===== src/rtl/irq_sel_pkg.sv =====
package irq_sel_pkg;
  localparam int unsigned IRQ_LEVELS = 16;
  localparam int unsigned TT_WIDTH   = 8;
  localparam int unsigned TL_WIDTH   = 3;
  localparam logic [TT_WIDTH-1:0] TT_EXT_BASE = 8'h40;
  localparam int unsigned TICK_BIT   = 0;
  localparam int unsigned STICK_BIT  = 16;
  localparam int unsigned TIMER_LVL  = 14;
endpackage


===== src/rtl/irq_pend_merge.sv =====
module irq_pend_merge #(
  parameter int unsigned NLVL      = 16,
  parameter int unsigned TICK_BIT  = 0,
  parameter int unsigned STICK_BIT = 16,
  parameter int unsigned TIMER_LVL = 14
) (
  input  logic [NLVL-1:0]    irq_lines,
  input  logic [STICK_BIT:0] soft_int,
  output logic [NLVL-1:0]    pend
);
  logic             timer_any;
  logic [NLVL-1:0]  soft_lvl;
  logic [NLVL-1:0]  timer_vec;

  assign timer_any = soft_int[TICK_BIT] | soft_int[STICK_BIT];

  for (genvar gi = 0; gi < NLVL; gi++) begin : g_lvl
    if (gi == TICK_BIT || gi == STICK_BIT || gi > STICK_BIT) begin : g_masked
      assign soft_lvl[gi] = 1'b0;
    end else begin : g_pass
      assign soft_lvl[gi] = soft_int[gi];
    end
    if (gi == TIMER_LVL) begin : g_fold
      assign timer_vec[gi] = timer_any;
    end else begin : g_nofold
      assign timer_vec[gi] = 1'b0;
    end
  end

  assign pend = irq_lines | soft_lvl | timer_vec;
endmodule


===== src/rtl/irq_prio_scan.sv =====
module irq_prio_scan #(
  parameter int unsigned NLVL  = 16,
  parameter int unsigned LVL_W = 4
) (
  input  logic [NLVL-1:0]  pend,
  input  logic [LVL_W-1:0] cur_pil,
  output logic             hit,
  output logic [LVL_W-1:0] win_lvl
);
  logic [NLVL-1:0] cand;

  for (genvar gi = 0; gi < NLVL; gi++) begin : g_cand
    assign cand[gi] = pend[gi] && (LVL_W'(gi) > cur_pil);
  end

  // highest index wins: later iterations overwrite earlier ones
  always_comb begin
    hit     = 1'b0;
    win_lvl = '0;
    for (int i = 0; i < NLVL; i++) begin
      if (cand[i]) begin
        hit     = 1'b1;
        win_lvl = LVL_W'(i);
      end
    end
  end
endmodule


===== src/rtl/irq_req_ctl.sv =====
module irq_req_ctl #(
  parameter int unsigned LVL_W = 4,
  parameter int unsigned TT_W  = 8,
  parameter int unsigned TL_W  = 3,
  parameter logic [TT_W-1:0] TT_BASE = 8'h40
) (
  input  logic             clk,
  input  logic             rst,
  input  logic             pend_any,
  input  logic             int_en,
  input  logic             hit,
  input  logic [LVL_W-1:0] win_lvl,
  input  logic [TL_W-1:0]  trap_lvl,
  input  logic [TT_W-1:0]  svc_tt,
  output logic             hard_req,
  output logic [TT_W-1:0]  trap_type
);
  logic [TT_W-1:0] new_tt;
  logic            nested_block;
  logic            take;

  assign new_tt       = TT_BASE | TT_W'(win_lvl);
  assign nested_block = (trap_lvl != '0) && (svc_tt > new_tt);
  assign take         = int_en && hit && !nested_block && (trap_type != new_tt);

  always_ff @(posedge clk) begin
    if (rst) begin
      hard_req  <= 1'b0;
      trap_type <= '0;
    end else if (!pend_any) begin
      hard_req  <= 1'b0;
      trap_type <= '0;
    end else if (take) begin
      hard_req  <= 1'b1;
      trap_type <= new_tt;
    end
  end
endmodule


===== src/rtl/irq_wake_det.sv =====
module irq_wake_det #(
  parameter int unsigned NLVL = 16
) (
  input  logic            clk,
  input  logic            rst,
  input  logic [NLVL-1:0] irq_lines,
  output logic            wake
);
  logic [NLVL-1:0] lines_q;

  always_ff @(posedge clk) begin
    if (rst) begin
      lines_q <= '0;
      wake    <= 1'b0;
    end else begin
      lines_q <= irq_lines;
      wake    <= |(irq_lines & ~lines_q);
    end
  end
endmodule


===== src/rtl/irq_level_sel.sv =====
module irq_level_sel
  import irq_sel_pkg::*;
#(
  parameter int unsigned NLVL      = IRQ_LEVELS,
  parameter int unsigned TT_W      = TT_WIDTH,
  parameter int unsigned TL_W      = TL_WIDTH,
  parameter logic [TT_W-1:0] TT_BASE = TT_EXT_BASE,
  parameter int unsigned TICK_B    = TICK_BIT,
  parameter int unsigned STICK_B   = STICK_BIT,
  parameter int unsigned TMR_LVL   = TIMER_LVL,
  localparam int unsigned LVL_W    = $clog2(NLVL)
) (
  input  logic               clk,
  input  logic               rst,
  input  logic [NLVL-1:0]    irq_lines,
  input  logic [STICK_B:0]   soft_int,
  input  logic               int_en,
  input  logic [LVL_W-1:0]   cur_pil,
  input  logic [TL_W-1:0]    trap_lvl,
  input  logic [TT_W-1:0]    svc_tt,
  output logic               hard_req,
  output logic [TT_W-1:0]    trap_type,
  output logic               wake
);
  logic [NLVL-1:0]  pend;
  logic             hit;
  logic [LVL_W-1:0] win_lvl;

  irq_pend_merge #(
    .NLVL(NLVL), .TICK_BIT(TICK_B), .STICK_BIT(STICK_B), .TIMER_LVL(TMR_LVL)
  ) u_merge (
    .irq_lines(irq_lines), .soft_int(soft_int), .pend(pend)
  );

  irq_prio_scan #(.NLVL(NLVL), .LVL_W(LVL_W)) u_scan (
    .pend(pend), .cur_pil(cur_pil), .hit(hit), .win_lvl(win_lvl)
  );

  irq_req_ctl #(
    .LVL_W(LVL_W), .TT_W(TT_W), .TL_W(TL_W), .TT_BASE(TT_BASE)
  ) u_ctl (
    .clk(clk), .rst(rst), .pend_any(|pend), .int_en(int_en), .hit(hit),
    .win_lvl(win_lvl), .trap_lvl(trap_lvl), .svc_tt(svc_tt),
    .hard_req(hard_req), .trap_type(trap_type)
  );

  irq_wake_det #(.NLVL(NLVL)) u_wake (
    .clk(clk), .rst(rst), .irq_lines(irq_lines), .wake(wake)
  );
endmodule


===== config.mk =====
export PLATFORM = sky130hd
export DESIGN_NAME = irq_level_sel
export DESIGN_NICKNAME = d
export VERILOG_FILES = /design/src/rtl/irq_sel_pkg.sv /design/src/rtl/irq_pend_merge.sv /design/src/rtl/irq_prio_scan.sv /design/src/rtl/irq_req_ctl.sv /design/src/rtl/irq_wake_det.sv /design/src/rtl/irq_level_sel.sv
export SDC_FILE = /design/constraint.sdc
export NUM_CORES = 1
export LEC_CHECK = 0
export ABC_CLOCK_PERIOD_IN_PS = 3200
export BUFFER_PORTS_ARGS = -buffer_cell sky130_fd_sc_hd__clkbuf_2
export CORE_ASPECT_RATIO = 1.1
export CORE_MARGIN = 10
export CORE_UTILIZATION = 43
export DETAILED_ROUTE_END_ITERATION = 12
export GPL_TIMING_DRIVEN = 0
export MAX_ROUTING_LAYER = met4
export PLACE_DENSITY = 0.73
export SYNTH_ARGS = -nofsm -noshare
export SYNTH_HDL_FRONTEND = slang
export SYNTH_SLANG_ARGS = --single-unit

===== constraint.sdc =====
create_clock -name clk -period 3.2 [get_ports clk]
set_input_delay 0.16 -clock clk [delete_from_list [all_inputs] [get_ports clk]]
set_output_delay 0.16 -clock clk [all_outputs]
set_load 0.05 [all_outputs]

==> summary.md <==
| Metric | Value |
|---|---|
| Min Tclk post-route | `a little under 3 ns` |
| Vias | `1553` |
| Routed len/inst | `14.04 microns` |
| Worst-path maximum fanout | `10` |
| Post-synth EDFFs | `0` |
| Clock root cell | `clkbuf_4` |
| Core Box Area | `3331 sq um` |
| CTS Buffer Depth | `2` |
| IO Count | `61` |
| Seq/Total Area, Yosys | `29.86%` |
| Fillcell total | `339` |
| Cell Area, Placed | `1823 sq um` |
| CTS tree | `yes` |
| Yosys cell types | `49` |
| First-pass GRT wire length | `6534 microns` |
| Finished Cell Area | `between 1500 and 2000 sq um` |
| Cell Pwr Density | `about 350 nW/um^2` |
| Ys Warns | `0` |
| Least-Margin Pin Slew | `around 0.73 ns` |
| Global route overflow | `0` |
| Vias in the first global route | `1510` |
| Delay-heaviest family, CP | `compound AO/OA/AOI/OAI gates` |
| Critical path arrival | `between 3 and 4 ns` |
| Overall Power | `644.3 uW` |
| Fin cells | `299` |
| Fraction of layout cells with a size suffix above 1 | `31.08%` |
| Routed vias/inst | `5.194` |
| Ranking of synthesized cells by area | `dfxtp_1 30%, nor2_1 5.3%, inv_1 4.8%` |
| TritonCTS Buffers | `3` |
| Critical path's most frequent cell | `o21a_1` |
| Worst setup path class | `primary input to register` |
| WP buf/inv | `3` |
| Unrepaired setup endpoints after global routing | `no` |
| CTS Sinks | `22` |
| Top cell type's share of synthesized area | `~30%` |
| Max-Slew Margin vs Limit | `50.83%` |
| Top_reg_cell synth | `dfxtp_1` |
| Syn-to-layout area delta | `26.29%` |
| Slowest cell delay on critical path | `approximately 0.33 ns` |
| Worst Path Required | `3.41 ns` |
| All-layer global routing usage | `13.72%` |
| Drc violations | `0` |
| Drt first-iter violations | `71` |
| Worst VDD drop | `247.4 uV` |
| Setup crit end kind | `register` |
| Wirelength, routed | `4199 microns` |
| Final core utilization | `55.94%` |
| Fin. Hold Viols | `0` |
| Die W | `75.85 microns` |
| Leakage Power | `0.8926 nW` |
| Worst hold slack | `about 0.064 ns` |
| #FFs+latches synth | `22` |
| Final HPWL DP | `around 3600 microns` |
| Post-Syn Area per Cell | `7.805 sq um` |
| Final cycle utilization of the critical path | `92.65%` |
| Initial core utilization | `44.29%` |
| CP startpoint kind | `primary input` |
| Clk_skew | `0.004648 ns` |
| Slowest CP cell | `a2111oi_0` |
| Yosys top cell by area | `dfxtp_1` |
| Antenna cells | `0` |
| Cell Area, Synth | `1475 sq um` |
| Setup-failing EPs final | `0` |
| Nets | `307` |
| Final Max Tran Viols | `0` |
| Row count | `22` |
| Register area | `440.4 sq um` |
| GP Congestion | `about 0.94` |
| Placed cells | `295` |
| 1st-pass router iterations | `4` |
| Max frequency | `about 340 MHz` |
| Antenna-violating nets left | `0` |
| Min-Delay Path Class | `primary input to register` |
| Outcome | `completed` |
| Area of the multi-input gates | `roughly 900 sq um` |
| Largest net degree at the start of global routing | `13` |
| H-tree depth | `1` |
| Initial antenna violation count | `0` |
| Commonest cells after routing, fill and taps aside | `56 x clkbuf_2, 22 x dfxtp_1, 21 x nor2_1` |
| Later-pin clock latency in the skew report | `0.31 ns` |
| Max_cap viols | `0` |
| Async S/R FF share, synth | `0%` |
| Cells after Synth | `189` |
| Clock transition at path regs | `0.13 ns` |
| DIE AREA | `6176 sq um` |
| Most common cell after layout, fill and taps aside | `clkbuf_2` |
| Die Ht | `81.43 microns` |
| Worst-path cell chain | `clkbuf_2 > buf_2 > a211o_1 > a2bb2oi_1 > o311a_1 > o21ai_1 > inv_1 > ha_1 > nor2b_1 > o21a_1 > o21a_1 > o211ai_1 > nand3b_1 > a21oi_2 > nor2_1 > a2111oi_0` |
| PortBufs | `56` |
routing by layer:
| metal | part of all wire [%] | up-vias | GRT usage (%) | routed length, microns |
|---|---|---|---|---|
| met1 | 45 | 683 | 16.88 | 1885 |
| met3 | 8.0 | 5 | 3.739 | 338 |
| met5 | 0 | - | - | 0 |
| met4 | 1.2 | 0 | 3.346 | 52 |
| met2 | 46 | 53 | 21.68 | 1922 |
| li1 | - | 812 | - | - |
power breakdown:
group	leakage [nW]	switching, mW	internal [mW]
Combinational	0.689	0.111	0.0778
Sequential	0.183	0.00886	0.290
Clock	0.0210	0.0869	0.0695
Total	0.893	0.207	0.437
worst paths after layout:
check                                                     start  slack [ns]  depth (start not counted)                              end
worst min register to register  u_ctl.trap_type[2]$_SDFFE_PP0P_        0.52                          2  u_ctl.trap_type[2]$_SDFFE_PP0P_
worst max register to register  u_ctl.trap_type[3]$_SDFFE_PP0P_        1.70                          5  u_ctl.trap_type[3]$_SDFFE_PP0P_
worst max-delay path                                 cur_pil[1]        0.24                         16  u_ctl.trap_type[1]$_SDFFE_PP0P_
worst min-delay path                              irq_lines[15]        0.06                          3    u_wake.lines_q[15]$_SDFF_PP0_
area by class of cell:
type	instances	area share, %
inverters	19	3.828
plain buffers	10	3.895
flip-flops and latches	22	23.64
clock buffers	4	1.948
repair buffers	56	15.04
multi-input cells	140	48.42
well taps	48	3.224
sequential cells by signal (all words and copies together) (netlist names):
name and cells:
u_wake.lines_q 16, u_ctl.trap_type 4, u_ctl.hard_req 1, u_wake.wake 1
Yosys cell counts, types with 4 or more instances:
cell     number
buf_4         5
dfxtp_1      22
ha_1          4
inv_1        19
nand2_1      11
nand3_1       4
nor2_1       21
nor2b_1       9
nor3_1        7
o21a_1        6
o21ai_0       7
o22ai_1       7
o31ai_1       4
or2_2         7
per-stage QoR:
| step | setup WS, ns | setup TNS [ns] |
|---|---|---|
| floorplan | 0.1689 | 0 |
| global placement | -0.2515 | -0.8860 |
| detailed placement | -0.3065 | -1.071 |
| CTS | 0.01851 | 0 |
| global route | 0.03321 | 0 |
| finish | 0.2352 | 0 |
tightest hold or removal path: stages:
cell and delay [ns]:
clkbuf_2 0.09, inv_1 0.06, nor2_1 0.04
what timing repair did:
item,4_1_cts,5_1_grt
buffers inserted,0,0
gates resized for setup,0,2
setup endpoints to repair,0,4
hold buffers,0,0
cell families after synthesis:
| kind of cell | count (synthesis) | share of synthesized area, % |
|---|---|---|
| DFF | 22 | 29.86 |
| muxes | 3 | 2.036 |
| adders and majority gates | 4 | 3.393 |
| buffers and inverters | 29 | 9.754 |
| other | 1 | 0.2542 |
| AOI/OAI and AO/OA | 52 | 26.72 |
| xor gates and xnor gates | 1 | 0.5938 |
| and+or+nand+nor | 77 | 27.40 |
No activity file was read; power rests on OpenSTA's default activity.
